==> config.mk <==
export PLATFORM = sky130hd
export DESIGN_NAME = card_etu_timer
export DESIGN_NICKNAME = d
export VERILOG_FILES = /design/src/rtl/cet_pkg.sv /design/src/rtl/cet_cfg.sv /design/src/rtl/cet_clkgen.sv /design/src/rtl/cet_etu.sv /design/src/rtl/card_etu_timer.sv
export SDC_FILE = /design/constraint.sdc
export NUM_CORES = 1
export LEC_CHECK = 0
export ABC_CLOCK_PERIOD_IN_PS = 71500
export BUFFER_PORTS_ARGS = -buffer_cell sky130_fd_sc_hd__buf_2
export CAP_MARGIN = 20
export CELL_PAD_IN_SITES_DETAIL_PLACEMENT = 1
export CELL_PAD_IN_SITES_GLOBAL_PLACEMENT = 2
export CORE_MARGIN = 4
export CORE_UTILIZATION = 42
export CTS_BUF_LIST = sky130_fd_sc_hd__clkbuf_4
export DETAILED_ROUTE_END_ITERATION = 8
export PLACE_DENSITY = 0.95
export SLEW_MARGIN = 20
export SYNTH_ARGS = -nofsm -noshare
export SYNTH_HDL_FRONTEND = slang
export SYNTH_HIERARCHICAL = 1
export SYNTH_SLANG_ARGS = --single-unit
==> constraint.sdc <==
create_clock -name clk -period 71.5 [get_ports clk]
set_clock_uncertainty 0.2 [all_clocks]
set_input_delay 7.15 -clock clk [delete_from_list [all_inputs] [get_ports clk]]
set_output_delay 7.15 -clock clk [all_outputs]
set_load 0.02 [all_outputs]
==> src/rtl/cet_pkg.sv <==
package cet_pkg;
  localparam int DIV_W = 4;
  localparam int F_W   = 12;
  localparam int D_W   = 7;
  localparam int LEN_W = F_W + DIV_W + 1;

  localparam int DEF_DIV = 8;
  localparam int DEF_F   = 372;
  localparam int DEF_D   = 1;

  typedef struct packed {
    logic [DIV_W-1:0] div;
    logic [LEN_W-1:0] last;
    logic [LEN_W-1:0] mid;
  } rate_t;

  function automatic logic div_legal(input logic [DIV_W-1:0] v);
    return (v == DIV_W'(1)) || (v == DIV_W'(2)) || (v == DIV_W'(4)) || (v == DIV_W'(8));
  endfunction

  function automatic logic f_legal(input logic [F_W-1:0] v);
    case (v)
      F_W'(372), F_W'(558), F_W'(744), F_W'(1116), F_W'(1488), F_W'(1860),
      F_W'(512), F_W'(768), F_W'(1024), F_W'(1536), F_W'(2048): return 1'b1;
      default: return 1'b0;
    endcase
  endfunction

  function automatic logic d_legal(input logic [D_W-1:0] v);
    case (v)
      D_W'(1), D_W'(2), D_W'(4), D_W'(8), D_W'(16), D_W'(32), D_W'(64),
      D_W'(12), D_W'(20): return 1'b1;
      default: return 1'b0;
    endcase
  endfunction

  function automatic rate_t make_rate(input logic [DIV_W-1:0] dv,
                                      input logic [F_W-1:0] f,
                                      input logic [D_W-1:0] d);
    logic [LEN_W-1:0] num, den, len;
    rate_t r;
    num = (LEN_W'(dv) * LEN_W'(f)) << 1;
    den = (d == '0) ? LEN_W'(1) : LEN_W'(d);
    len = num / den;
    r.div  = dv;
    r.last = len - LEN_W'(1);
    r.mid  = (len >> 1) - LEN_W'(1);
    return r;
  endfunction
endpackage

==> src/rtl/cet_cfg.sv <==
module cet_cfg
  import cet_pkg::*;
(
  input  logic             clk,
  input  logic             rst,
  input  logic             cfg_wr,
  input  logic [DIV_W-1:0] cfg_div,
  input  logic [F_W-1:0]   cfg_f,
  input  logic [D_W-1:0]   cfg_d,
  input  logic             tx_busy,
  output rate_t            cur,
  output logic             apply,
  output logic             rej
);
  localparam rate_t DEF_RATE = make_rate(DIV_W'(DEF_DIV), F_W'(DEF_F), D_W'(DEF_D));

  rate_t pend_rate;
  logic  pend_q;
  logic  legal;
  rate_t req_rate;

  assign legal    = div_legal(cfg_div) && f_legal(cfg_f) && d_legal(cfg_d);
  assign req_rate = make_rate(cfg_div, cfg_f, cfg_d);
  assign apply    = pend_q && !tx_busy;

  always_ff @(posedge clk) begin
    if (rst) begin
      cur       <= DEF_RATE;
      pend_rate <= DEF_RATE;
      pend_q    <= 1'b0;
      rej       <= 1'b0;
    end else begin
      if (apply) begin
        cur    <= pend_rate;
        pend_q <= 1'b0;
      end
      if (cfg_wr) begin
        if (legal) begin
          pend_rate <= req_rate;
          pend_q    <= 1'b1;
          rej       <= 1'b0;
        end else begin
          rej <= 1'b1;
        end
      end
    end
  end

  p_rej_hold_r8: assert property (@(posedge clk) disable iff (rst)
    !cfg_wr |=> $stable(rej));
  p_defer_busy_r9: assert property (@(posedge clk) disable iff (rst)
    tx_busy |=> $stable(cur));
  p_bad_write_r5: assert property (@(posedge clk) disable iff (rst)
    (cfg_wr && !div_legal(cfg_div)) |=> rej);
endmodule

==> src/rtl/cet_clkgen.sv <==
module cet_clkgen
  import cet_pkg::*;
(
  input  logic             clk,
  input  logic             rst,
  input  logic             restart,
  input  logic [DIV_W-1:0] div,
  output logic             card_clk
);
  logic [DIV_W-1:0] cnt;
  logic             wrap;

  assign wrap = (cnt == div - DIV_W'(1));

  always_ff @(posedge clk) begin
    if (rst || restart) begin
      cnt      <= '0;
      card_clk <= 1'b0;
    end else if (wrap) begin
      cnt      <= '0;
      card_clk <= ~card_clk;
    end else begin
      cnt <= cnt + DIV_W'(1);
    end
  end

  p_phase_hold_r2: assert property (@(posedge clk) disable iff (rst)
    (!restart && !wrap) |=> $stable(card_clk));
  p_div_onehot_r5: assert property (@(posedge clk) disable iff (rst)
    $onehot(div));
endmodule

==> src/rtl/cet_etu.sv <==
module cet_etu
  import cet_pkg::*;
(
  input  logic             clk,
  input  logic             rst,
  input  logic             restart,
  input  logic [LEN_W-1:0] last,
  input  logic [LEN_W-1:0] mid,
  output logic             tick,
  output logic             half
);
  logic [LEN_W-1:0] cnt;

  always_ff @(posedge clk) begin
    if (rst || restart) begin
      cnt  <= '0;
      tick <= 1'b0;
      half <= 1'b0;
    end else begin
      tick <= (cnt == last);
      half <= (cnt == mid);
      cnt  <= (cnt == last) ? '0 : cnt + LEN_W'(1);
    end
  end

  p_tick_half_apart_r4: assert property (@(posedge clk) disable iff (rst)
    !(tick && half));
  p_count_bound_r3: assert property (@(posedge clk) disable iff (rst)
    cnt <= last);
  p_restart_clears_r11: assert property (@(posedge clk) disable iff (rst)
    restart |=> (cnt == '0) && !tick);
endmodule

==> src/rtl/card_etu_timer.sv <==
module card_etu_timer
  import cet_pkg::*;
(
  input  logic             clk,
  input  logic             rst,
  input  logic             cfg_wr,
  input  logic [DIV_W-1:0] cfg_div,
  input  logic [F_W-1:0]   cfg_f,
  input  logic [D_W-1:0]   cfg_d,
  input  logic             tx_busy,
  output logic             card_clk,
  output logic             etu_tick,
  output logic             etu_half,
  output logic             cfg_rej
);
  rate_t cur;
  logic  apply;

  cet_cfg u_cfg (
    .clk(clk), .rst(rst), .cfg_wr(cfg_wr), .cfg_div(cfg_div),
    .cfg_f(cfg_f), .cfg_d(cfg_d), .tx_busy(tx_busy),
    .cur(cur), .apply(apply), .rej(cfg_rej)
  );

  cet_clkgen u_clkgen (
    .clk(clk), .rst(rst), .restart(apply), .div(cur.div), .card_clk(card_clk)
  );

  cet_etu u_etu (
    .clk(clk), .rst(rst), .restart(apply), .last(cur.last), .mid(cur.mid),
    .tick(etu_tick), .half(etu_half)
  );
endmodule

# Yosys cells after proc, flatten, opt, wreduce, memory -nomap -nowiden
# Index checks and enable logic that the tools add are counted.
# word_totals
regBits	102
inputBits	27
out_inout_bits	4
wordCells	69
# op_classes
addsub	5
multipliers	1
n_div	1
n_eq_ne	27
mux	7
bitwise	1
reduce_logical	14
# op_table
op	count
$eq A12 B11 Y1 const B	5
$eq A12 B10 Y1 const B	4
$eq A17 B17 Y1	2
$add A17 B1 Y17 const B	1
$div A17 B17 Y17	1
$sub A16 B1 Y17 const B	1
$sub A17 B1 Y17 const B	1
$mul A4 B12 Y16	1
$eq A7 B4 Y1 const B	2
$eq A7 B5 Y1 const B	2
$eq A12 B12 Y1 const B	1
$eq A12 B9 Y1 const B	1
$reduce_or A11 Y1	1
$reduce_or A9 Y1	1
$eq A7 B1 Y1 const B	1
$eq A7 B2 Y1 const B	1
$eq A7 B3 Y1 const B	1
$eq A7 B6 Y1 const B	1
$eq A7 B7 Y1 const B	1
$logic_not A7 Y1	1
$mux W7	1
$mux W1	6
$add A4 B1 Y4 const B	1
$eq A4 B1 Y1 const B	1
other kinds (11)	17

# Logic depth before layout (Yosys ltp)
# logic_depth
ltp_word	8
ltp_mapped	199
depth_no_buf	185

# Modules after synthesis
# The synthesis kept the hierarchy.
# by_module_without_submodules
mod	instances	cells_per_inst	area_each_um2	seq_area_each_um2
cet_cfg	1	1478	10869.2	1561.5
cet_etu	1	141	1219.9	380.4
cet_clkgen	1	36	314.1	100.1

# Worst setup path before layout
# No wires, ideal clock.
# synth_timing
path_kind	input -> register
from	in cfg_div[3]
to	reg u_cfg/pend_rate[33] (netlist name)
setup_ns	0.128
arrival_time_ns	43.190
required_ns	71.172
setup_slack_ns	27.982
cell_stages	191
path_buffers	16
path_cell_list	clkbuf_1 > and2_1 > fa_1 > inv_1 > fa_1 > inv_1 > ha_1 > a21o_1 > o21bai_1 > o21ai_1 > a21oi_1 > xnor2_1 > inv_1 > ha_1 > a22oi_1 > ha_1 > o21a_1 > o21ai_1 > [... 155 more ...] > a21oi_1 > nor2b_1 > o21ai_0 > nand2b_1 > a21oi_1 > o31ai_1 > nor3_1 > o2111a_1 > nand4_1 > nor3_2 > ha_1 > nand2_1 > nor2_1 > nand2_1 > nor3_1 > xor2_1 > mux2i_1 > nor2_1
# synth_via
elab_chain_len	7
elab_cells_between_ends	13
classes_between	add/sub (1); mul (1); div (1); eq/ne (4); reduce/logical (6)
# synth_rtl
item	line	source
start, declared	card_etu_timer.sv:7	input logic [DIV_W-1:0] cfg_div,
branches (longest 7 deep; another with $div A17 B17 Y17)	n/a	
end signal, assigned	cet_cfg.sv:39	pend_rate <= req_rate;
end, declared	cet_cfg.sv:17	rate_t pend_rate;
# Parallel ways; which one is timed is not known.
# A chain may end at the register's enable or synchronous reset.

# Worst setup path after layout
# Same ends and word-level chain as after synthesis.

==> impl_metrics.py <==
metrics = {
    "setup_path": {
        "critPathRequiredTime_ns": 71.70,
        "timing.critical_path.mode_cell": "o21a_1",
        "slowest_delay_ns": 0.93,
        "criticalPathCategory": "in2reg",
        "cp_slowest_cell": "nor4_4",
        "start_kind": "input port",
        "cp-end-kind": "register",
        "cp.arrival_ns": 49.95,
        "critPathMaxFanout": 19,
    },
    "drt": {
        "wire_per_inst_um": 18.86,
        "routed_via_density": 5.972,
        "drtIter0Drc": 692,
        "dr.pass1.iters": 5,
        "num_vias": 12100,
        "drtAntennaViolNets": 0,
        "drt_wl_total_um": 38210,
        "post-route-drc-count": 0,
    },
    "floorplanning": {
        "die_y_um": 179.8,
        "start_util_pct": 42.87,
        "io_pins": 31,
        "die_area_sq_um": 32340,
        "core_sq_um": 28940,
        "dieWidth_um": 179.8,
        "rows": 62,
    },
    "yosys": {
        "syn_inst": 1655,
        "ys_seq_area_share_pct": 16.46,
        "yosysTopAreaCell": "dfxtp_1",
        "yosys.area.top_type_share_pct": 16.46,
        "ys.flop_type": "dfxtp_1",
        "netlist_area_sq_um": 12400,
        "ys_ff_latch": 102,
        "yosysWarningCount": 6,
        "synth_cell_types": 91,
        "syn_nets": 1826,
        "synthTopCellsByArea": "dfxtp_1 16%, ha_1 13%, nand2_1 6.5%",
        "synth_edf_count": 0,
        "synthArstFlopShare_pct": 0,
        "avgSynthCellArea_sq_um": 7.494,
    },
    "global_route": {
        "overflow": 0,
        "grtUsageTotal_pct": 23.10,
        "grt_max_degree": 60,
        "grt_antenna_before_repair": 1,
        "grt_pass1_wl_um": 63860,
        "grt_pass1_vias": 12510,
    },
    "placed_design": {
        "place_congestion": 0.9151,
        "io_buffers": 30,
        "dp_hpwl_um": 30660,
    },
    "timing": {
        "fin_crit_sh_pct": 69.57,
        "rsz0062_at_grt": "false",
        "fin_tns_setup_ns": 0,
        "finalSetupViolations": 0,
        "tightestPinTransition_ns": 1.007,
        "drv_slew": 0,
        "slew_headroom_pct": 32.82,
        "hold_violations": 0,
        "fmax_mhz": 20.10,
        "fin_crit_ns": 49.74,
        "timing.hold.ws_ns": 0.2500,
    },
    "cells_and_area": {
        "syn2layout_area_growth_pct": 4.207,
        "final_layout_size_suffix_gt1_share_pct": 7.374,
        "n_fill_cell": 3670,
        "final_nets": 1807,
        "seqCellArea_sq_um": 2042,
        "multi_input_area_sq_um": 9782,
    },
    "outcome": {
        "status": "complete, no violations",
    },
    "clock_tree": {
        "numCtsBuffers": 9,
        "cts_sinks": 102,
        "cts_hold_buf": 0,
        "clock_path_buffers": 2,
        "clk_pin_slew_ns": 0.17,
        "cts_tree": "built",
        "clkLatencyLatePin_ns": 0.44,
        "htree_levels": 3,
        "clockRootBuffer": "clkbuf_4",
        "ctsResizeCount": 0,
        "post_cts.repair.setup_buffers": 0,
    },
    "min_path": {
        "hp-class": "reg2reg",
    },
    "job": {
        "cap_violations": 0,
    },
}
layout by cell type, fill, tap and decap left out, types with 27 or more instances in the layout:
cell        n
nand2_1   214
nand3_1    51
o21a_1     56
and2_1     44
buf_2      30
ha_1      124
inv_1      68
dfxtp_1   102
o211ai_1   28
nor2_1    154
nor3_1     78
a21o_1     27
xnor2_1    62
xor2_1     60
o21ai_0    64
a21oi_1    89
cells by family after synthesis:
kind of cell             synth area share [%]
buffers and inverters                   4.681
XOR/XNOR                                8.807
flip-flops                              16.46
AND/OR/NAND/NOR                         27.59
adder cells (fa/ha/maj)                 15.74
AO/OA/AOI/OAI                           22.10
multiplexers                            4.620
per-stage QoR:
step / setup slack (ns) / instance area [sq um] / instances / util [%]
final: 21.76 / 12920 / 2026 / 44.67
after floorplan: 27.98 / 12400 / 1655 / -
after CTS: 22.28 / 12920 / 2025 / 44.66
after global placement: 23.42 / 12770 / 2009 / 44.13
after global routing: 18.00 / 12920 / 2025 / 44.66
after detailed placement: 21.94 / 12770 / 2009 / 44.13
Yosys cell counts (8+ instances only):
library cell / number
nor3_1: 78
nand4_1: 21
or3_1: 22
clkbuf_1: 44
nor2_1: 154
a21o_1: 27
mux2i_1: 25
o31ai_1: 14
inv_1: 68
fa_1: 20
and2_1: 44
buf_2: 11
xnor2_1: 62
o211ai_1: 28
mux2_2: 26
a21oi_1: 89
a211oi_1: 17
o21a_1: 56
o21ai_1: 8
a31oi_1: 17
nand3_1: 51
dfxtp_1: 102
nor2b_1: 12
o21ai_0: 64
ha_1: 124
nand2_1: 214
nor4_1: 18
nand2b_1: 18
xor2_1: 60
and3_1: 16
metal layers:
| metal | global-route usage, % | up-vias | wire length, um |
|---|---|---|---|
| li1 | - | 5926 | - |
| met1 | 31.35 | 5872 | 18000 |
| met2 | 39.07 | 251 | 17720 |
| met3 | 2.708 | 50 | 1731 |
| met4 | 6.035 | 0 | 756 |
| met5 | 0 | - | 0 |
area by class of cell:
type / instances / area share [%]
well taps: 384 / 3.717
diodes: 1 / 0.01936
flip-flops and latches: 102 / 15.80
inverters: 68 / 1.975
multi-input cells: 1417 / 75.68
clock buffers: 9 / 0.5227
repair buffers: 38 / 1.626
clock inverters: 7 / 0.6583
critical path, delay by kind of cell:
family	cells	cell delay (ns)
multiplexers	3	0.68
adder cells (fa/ha/maj)	21	7.20
AO/OA/AOI/OAI	97	21.60
AND/OR/NAND/NOR	48	12.43
XOR/XNOR	2	0.44
buffers and inverters	4	0.36
worst paths after layout:
| path | from | to | slack (ns) | depth (start not counted) |
|---|---|---|---|---|
| setup reg to reg | u_etu/cnt[0] | u_etu/cnt[7] | 69.36 | 5 |
| hold reg to reg | u_cfg/pend_rate[13] | u_cfg/cur[13] | 0.25 | 2 |
| hold / removal | u_cfg/pend_rate[13] | u_cfg/cur[13] | 0.25 | 2 |
| setup / recovery | cfg_div[3] | u_cfg/pend_rate[33] | 21.76 | 175 |
sequential cells by signal, indices dropped and copies added, names as in the netlist:
signal             cells
u_clkgen/cnt           4
u_cfg/pend_rate       38
u_etu/half             1
u_cfg/rej              1
u_clkgen/card_clk      1
u_etu/tick             1
u_etu/cnt             17
u_cfg/cur             38
u_cfg/pend_q           1
Power is left out: the tool's default activity adds up to more than one toggle a clock period on the data nets, which glitch-free logic cannot reach.
